## config.mk

```make
export PLATFORM = sky130hd
export DESIGN_NAME = ts_flash_assembler
export DESIGN_NICKNAME = d
export VERILOG_FILES = /design/src/rtl/ts_flash_pkg.sv /design/src/rtl/ts_therm_count.sv /design/src/rtl/ts_step_sequencer.sv /design/src/rtl/ts_window_select.sv /design/src/rtl/ts_coarse_merge.sv /design/src/rtl/ts_flash_assembler.sv
export SDC_FILE = /design/constraint.sdc
export NUM_CORES = 1
export LEC_CHECK = 0
export ABC_AREA = 1
export BUFFER_PORTS_ARGS = -buffer_cell sky130_fd_sc_hd__buf_2
export CELL_PAD_IN_SITES_DETAIL_PLACEMENT = 1
export CELL_PAD_IN_SITES_GLOBAL_PLACEMENT = 2
export CORE_MARGIN = 1.5
export CORE_UTILIZATION = 31
export CTS_BUF_LIST = sky130_fd_sc_hd__clkbuf_4 sky130_fd_sc_hd__clkbuf_8 sky130_fd_sc_hd__clkbuf_16
export DETAILED_ROUTE_END_ITERATION = 8
export GPL_TIMING_DRIVEN = 0
export PLACE_DENSITY = 0.88
export RECOVER_POWER = 25
export SLEW_MARGIN = 20
export SYNTH_ARGS = -nofsm -noshare
export SYNTH_HDL_FRONTEND = slang
export SYNTH_HIERARCHICAL = 1
export SYNTH_SLANG_ARGS = --single-unit
```

## constraint.sdc

```tcl
create_clock -name clk -period 14.57 [get_ports clk]
set_input_delay 2.914 -clock clk [delete_from_list [all_inputs] [get_ports clk]]
set_output_delay 2.914 -clock clk [all_outputs]
set_load 0.005 [all_outputs]
```

## src/rtl/ts_flash_pkg.sv

```systemverilog
package ts_flash_pkg;

    localparam int RES_BITS   = 10;
    localparam int EST_CMP    = 6;
    localparam int FLASH_CMP  = 16;

    localparam int LSB_BITS   = $clog2(FLASH_CMP);
    localparam int MSB_BITS   = RES_BITS - LSB_BITS;
    localparam int WIN_BITS   = $clog2(EST_CMP + 1);
    localparam int FCNT_BITS  = $clog2(FLASH_CMP + 1);
    localparam int WIN_STRIDE = (1 << MSB_BITS) / (EST_CMP + 2);

    typedef logic [WIN_BITS-1:0]  win_t;
    typedef logic [MSB_BITS-1:0]  msb_t;
    typedef logic [LSB_BITS-1:0]  lsb_t;
    typedef logic [FCNT_BITS-1:0] fcnt_t;

    typedef struct packed {
        msb_t msb;
        lsb_t lsb;
    } code_t;

    typedef enum logic [2:0] {
        PH_IDLE,
        PH_EST,
        PH_COARSE,
        PH_FINE,
        PH_LATCH
    } phase_t;

    typedef struct packed {
        logic est;
        logic coarse;
        logic fine;
        logic latch;
    } capture_t;

    // lower edge of window w in MSB units
    function automatic msb_t window_base(input win_t w);
        return MSB_BITS'(w) * MSB_BITS'(WIN_STRIDE);
    endfunction

    // coarse count c means taps 0..c-1 are below the input; empty clamps to edge
    function automatic lsb_t coarse_offset(input fcnt_t c);
        if (c == '0)
            return '0;
        return LSB_BITS'(c - 1'b1);
    endfunction

    // fine count of FLASH_CMP (all ones) clamps to the top step
    function automatic lsb_t fine_value(input fcnt_t c);
        if (c > FCNT_BITS'(FLASH_CMP - 1))
            return '1;
        return LSB_BITS'(c);
    endfunction

endpackage

```

## src/rtl/ts_therm_count.sv

```systemverilog
module ts_therm_count #(
    parameter int N = 16,
    parameter int W = $clog2(N + 1)
) (
    input  logic [N-1:0] therm,
    output logic [W-1:0] ones
);
    always_comb begin
        ones = '0;
        for (int i = 0; i < N; i++)
            ones = ones + W'(therm[i]);
    end
endmodule

```

## src/rtl/ts_step_sequencer.sv

```systemverilog
module ts_step_sequencer
    import ts_flash_pkg::*;
(
    input  logic     clk,
    input  logic     rst,
    input  logic     start,
    input  logic     step,
    output phase_t   phase,
    output capture_t cap
);
    phase_t phase_n;

    always_comb begin
        phase_n = phase;
        unique case (phase)
            PH_IDLE:   if (start) phase_n = PH_EST;
            PH_EST:    if (step)  phase_n = PH_COARSE;
            PH_COARSE: if (step)  phase_n = PH_FINE;
            PH_FINE:   if (step)  phase_n = PH_LATCH;
            PH_LATCH:  if (step)  phase_n = PH_IDLE;
            default:              phase_n = PH_IDLE;
        endcase
    end

    always_comb begin
        cap.est    = step && (phase == PH_EST);
        cap.coarse = step && (phase == PH_COARSE);
        cap.fine   = step && (phase == PH_FINE);
        cap.latch  = step && (phase == PH_LATCH);
    end

    always_ff @(posedge clk) begin
        if (rst) phase <= PH_IDLE;
        else     phase <= phase_n;
    end

    // at most one capture per clock
    p_one_capture_r6: assert property (@(posedge clk) disable iff (rst)
        $onehot0({cap.est, cap.coarse, cap.fine, cap.latch}));

    // phase only advances with step once running
    p_hold_without_step_r6: assert property (@(posedge clk) disable iff (rst)
        (phase != PH_IDLE && !step) |=> $stable(phase));

    // idle stays idle without start, whatever step does
    p_idle_step_ignored_r7: assert property (@(posedge clk) disable iff (rst)
        (phase == PH_IDLE && !start) |=> (phase == PH_IDLE));

    // a capture step leaves the phase it was taken in
    p_step_advances_r6: assert property (@(posedge clk) disable iff (rst)
        (cap.est || cap.coarse || cap.fine) |=> !$stable(phase));
endmodule

```

## src/rtl/ts_window_select.sv

```systemverilog
module ts_window_select
    import ts_flash_pkg::*;
(
    input  logic                clk,
    input  logic                rst,
    input  logic                cap,
    input  logic [WIN_BITS-1:0] est_ones,
    output win_t                win,
    output msb_t                base
);
    always_ff @(posedge clk) begin
        if (rst)      win <= '0;
        else if (cap) win <= est_ones;
    end

    assign base = window_base(win);

    // the selected window never passes the last estimator region
    p_window_in_range_r2: assert property (@(posedge clk) disable iff (rst)
        win <= WIN_BITS'(EST_CMP));

    // window index holds between estimate captures
    p_window_hold_r2: assert property (@(posedge clk) disable iff (rst)
        !cap |=> $stable(win));
endmodule

```

## src/rtl/ts_coarse_merge.sv

```systemverilog
module ts_coarse_merge
    import ts_flash_pkg::*;
(
    input  logic  clk,
    input  logic  rst,
    input  logic  cap,
    input  msb_t  base,
    input  fcnt_t flash_ones,
    output msb_t  msb
);
    msb_t msb_n;

    assign msb_n = base + MSB_BITS'(coarse_offset(flash_ones));

    always_ff @(posedge clk) begin
        if (rst)      msb <= '0;
        else if (cap) msb <= msb_n;
    end

    // a captured coarse result stays inside the selected window
    p_msb_inside_window_r3: assert property (@(posedge clk) disable iff (rst)
        $past(cap) |-> (MSB_BITS'(msb - base) < MSB_BITS'(FLASH_CMP)));

    // an empty coarse reading lands on the window's lower edge
    p_empty_coarse_floor_r3: assert property (@(posedge clk) disable iff (rst)
        $past(cap && flash_ones == '0) |-> (msb == base));
endmodule

```

## src/rtl/ts_flash_assembler.sv

```systemverilog
module ts_flash_assembler
    import ts_flash_pkg::*;
(
    input  logic                 clk,
    input  logic                 rst,
    input  logic                 start,
    input  logic                 step,
    input  logic [EST_CMP-1:0]   est_therm,
    input  logic [FLASH_CMP-1:0] flash_therm,
    output logic                 busy,
    output logic                 fine_phase,
    output logic [WIN_BITS-1:0]  win_idx,
    output logic [MSB_BITS-1:0]  tap_msb,
    output logic [RES_BITS-1:0]  code,
    output logic                 done
);
    phase_t                phase;
    capture_t              cap;
    logic [WIN_BITS-1:0]   est_ones;
    fcnt_t                 flash_ones;
    win_t                  win;
    msb_t                  base;
    msb_t                  msb;
    lsb_t                  lsb;
    code_t                 result;

    ts_step_sequencer u_seq (
        .clk   (clk),
        .rst   (rst),
        .start (start),
        .step  (step),
        .phase (phase),
        .cap   (cap)
    );

    ts_therm_count #(.N(EST_CMP), .W(WIN_BITS)) u_est_cnt (
        .therm (est_therm),
        .ones  (est_ones)
    );

    // one counter serves both readings of the shared comparator bank
    ts_therm_count #(.N(FLASH_CMP), .W(FCNT_BITS)) u_flash_cnt (
        .therm (flash_therm),
        .ones  (flash_ones)
    );

    ts_window_select u_win (
        .clk      (clk),
        .rst      (rst),
        .cap      (cap.est),
        .est_ones (est_ones),
        .win      (win),
        .base     (base)
    );

    ts_coarse_merge u_merge (
        .clk        (clk),
        .rst        (rst),
        .cap        (cap.coarse),
        .base       (base),
        .flash_ones (flash_ones),
        .msb        (msb)
    );

    always_ff @(posedge clk) begin
        if (rst)           lsb <= '0;
        else if (cap.fine) lsb <= fine_value(flash_ones);
    end

    always_ff @(posedge clk) begin
        if (rst) begin
            result <= '0;
            done   <= 1'b0;
        end else begin
            done <= cap.latch;
            if (cap.latch) begin
                result.msb <= msb;
                result.lsb <= lsb;
            end
        end
    end

    assign busy       = (phase != PH_IDLE);
    assign fine_phase = (phase == PH_FINE);
    assign win_idx    = win;
    assign tap_msb    = msb;
    assign code       = result;

    // done is a single-cycle pulse
    p_done_single_r5: assert property (@(posedge clk) disable iff (rst)
        done |=> !done);

    // the result moves only together with done
    p_code_hold_r5: assert property (@(posedge clk) disable iff (rst)
        !done |-> $stable(code));

    // done follows a step taken in the latch phase
    p_done_from_latch_r5: assert property (@(posedge clk) disable iff (rst)
        done |-> $past(cap.latch));

    // the conversion is over when done rises
    p_idle_at_done_r6: assert property (@(posedge clk) disable iff (rst)
        done |-> !busy);
endmodule

```

==> impl_metrics.json <==
{
  "synthTopCellsByCount": "inv_1, nor2_1, nand2_1",
  "syn_area_sq_mm": 0.00189,
  "cp.required_ns": 14.73,
  "critPathKind": "in -> reg",
  "n_antenna_cell": 0,
  "clock_sinks": 27,
  "first_global_vias": 1664,
  "power_leakage_nw": 1.28,
  "gp_congestion": 0.783,
  "maxCapViolCount": 0,
  "drt_iter0_markers": 35,
  "synth_ff_type": "dfxtp_1",
  "die_h_um": 81.0,
  "ctsRootBufferMaster": "clkbuf_8",
  "hold_buffers": 0,
  "async_reset_ff_frac": 0,
  "dp_slack_ns": 6.93,
  "status": "finished clean",
  "clock_latency_ns": 0.26,
  "worstMarginPinSlew_ns": 0.976,
  "io_pins": 48,
  "path_cells": "buf_2 > fa_1 > inv_1 > fa_1 > fa_1 > fa_1 > fa_1 > fa_1 > inv_1 > inv_1 > ha_1 > nand2_1 > nor3_1 > a21oi_1 > ha_1 > xor2_1 > o21ai_0 > inv_1",
  "synth-edff-count": 0,
  "synth_cell_type_count": 28,
  "antenna_found_initial": 0,
  "rows": 28,
  "start_util": 0.320,
  "dpl.hpwl_um": 3310,
  "ctsResizeCount": 0,
  "syn_to_final_growth_pct": 19.4,
  "grt_max_degree": 15,
  "cp-start-kind": "primary input",
  "cts_buffer_depth": 2,
  "power.density_mw_per_mm2": 177,
  "cp_num_buf_inv": 5,
  "setup_slack_ns": 7.21,
  "cpLargestDelayFamily": "adder cells",
  "finalSetupViolCount": 0,
  "crit_top_cell": "fa_1",
  "seq_area_frac_synth": 0.287,
  "yosysTopAreaCellShare": 0.287,
  "skew_ns": 0.00354,
  "nets": 367,
  "totalWireLength_um": 3990,
  "crit_slowest_cell": "fa_1",
  "cts_setup_buffers": 0,
  "yosysTopAreaCell": "dfxtp_1",
  "drt.antenna.violating_nets": 0,
  "cts_buffers": 3,
  "cts_tree": "done",
  "max_freq_ghz": 0.136,
  "synth_area_leaders": "dfxtp_1, fa_1, inv_1, nor2_1, nand2_1",
  "period_share": 0.505,
  "h-tree-depth": 1,
  "syn_inst": 262,
  "ys_ff_latch": 27,
  "die_area_sq_mm": 0.00656,
  "grt_overflow": 0,
  "cp_max_fo": 4,
  "die_w_um": 81.0,
  "period_needed_ns": 7.36,
  "grt_pass1_wl_um": 6960,
  "drv_slew": 0,
  "clk_pin_slew_ns": 0.09,
  "vias": 1678,
  "cp-end-kind": "flop",
  "io_buffers": 47,
  "drc": 0,
  "wire_per_inst_um": 10.2,
  "yosys_warnings": 6,
  "cp_slowest_stage_delay_ns": 0.55,
  "syn_area_per_cell_sq_um": 7.20,
  "routed_via_density": 4.30,
  "drive_gt1_frac": 0.203,
  "slew_headroom": 0.343,
  "rsz0062_at_grt": "false",
  "hold_path_class": "reg -> reg",
  "finalHoldViolCount": 0,
  "core_area_sq_mm": 0.00589,
  "first_pass_iters": 4,
  "fin_tns_setup_ns": 0,
  "arrival_ns": 7.52,
  "grt_usage": 0.135,
  "peakVddDrop_v": 0.0000526
}
logic make-up after synthesis:
logic type      share of synthesized area
other cells                       0.00199
simple gates                        0.255
buf+inv                             0.155
compound gates                     0.0703
flops                               0.287
fa+ha+maj                           0.222
xor+xnor                          0.00929
layer usage:
layer	wire [um]	vias to the layer above	track usage	share of wire
met5	0	-	0	0
met4	36	0	0.0466	0.0090
met3	122	2	0.0169	0.031
met2	1920	28	0.236	0.48
met1	1900	764	0.170	0.48
li1	-	884	-	-
cell usage in the layout (no fill, tap or decap), types with 2 or more instances in the layout:
cell type  instances
conb_1             3
buf_2             45
a21oi_1            7
ha_1              11
clkbuf_1           4
nor2_1            52
clkbuf_8           3
inv_2              3
nand4_1            2
nor3_1             3
fa_1              14
nand2_1           41
o21ai_0           12
dfxtp_1           27
inv_1             53
buf_4              7
nand3_1           12
o21ai_1            3
worst paths after layout:
check | from | to | slack (ns) | depth (start not counted)
setup reg to reg | u_seq/phase[0]$_SDFFE_PP0P_ | u_win/win[2]$_SDFFE_PP0P_ | 12.90 | 5
hold / removal | code[3]$_SDFFE_PP0P_ | code[3]$_SDFFE_PP0P_ | 0.49 | 2
setup / recovery | flash_therm[7] | u_merge/msb[2]$_SDFFE_PP0P_ | 7.21 | 18
hold reg to reg | code[3]$_SDFFE_PP0P_ | code[3]$_SDFFE_PP0P_ | 0.49 | 2
registers in the layout, summed over array words and instances, names as in the netlist:
register,count
u_merge/msb,6
u_win/win,3
u_seq/phase,3
lsb,4
done,1
code,10
tightest hold or removal path, delay by kind of cell, from the launching register on:
family | cells | cell delay, ns
AO/OA/AOI/OAI | 1 | 0.06
flip-flops | 1 | 0.33
AND/OR/NAND/NOR | 1 | 0.07
cell type report:
| class | count | area (sq um) |
|---|---|---|
| buffer | 10 | 71.3 |
| clock buffer | 4 | 48.8 |
| fill | 783 | 3630 |
| inverter | 56 | 210 |
| multi-input combinational | 171 | 1050 |
| sequential | 27 | 541 |
| tap | 75 | 93.8 |
| timing repair buffer | 47 | 233 |
per-stage QoR:
step / area, sq um / total power, mW / hold WS [ns] / utilization / std cells
2_1_floorplan: 1890 / 0.300 / 0.449 / - / 264
3_3_place_gp: 2220 / 0.347 / 0.459 / 0.378 / 386
3_5_place_dp: 2220 / 0.355 / 0.477 / 0.378 / 386
4_1_cts: 2270 / 0.404 / 0.501 / 0.386 / 390
5_1_grt: 2250 / 0.456 / 0.514 / 0.383 / 390
6_report: 2250 / 0.399 / 0.490 / 0.383 / 390
report_power, final:
| group | internal (mW) | switching (mW) | total, mW |
|---|---|---|---|
| sequential | 0.0849 | 0.0121 | 0.0970 |
| clock | 0.0214 | 0.0218 | 0.0432 |
| combinational | 0.109 | 0.150 | 0.259 |
(Power assumes the default switching activity.)
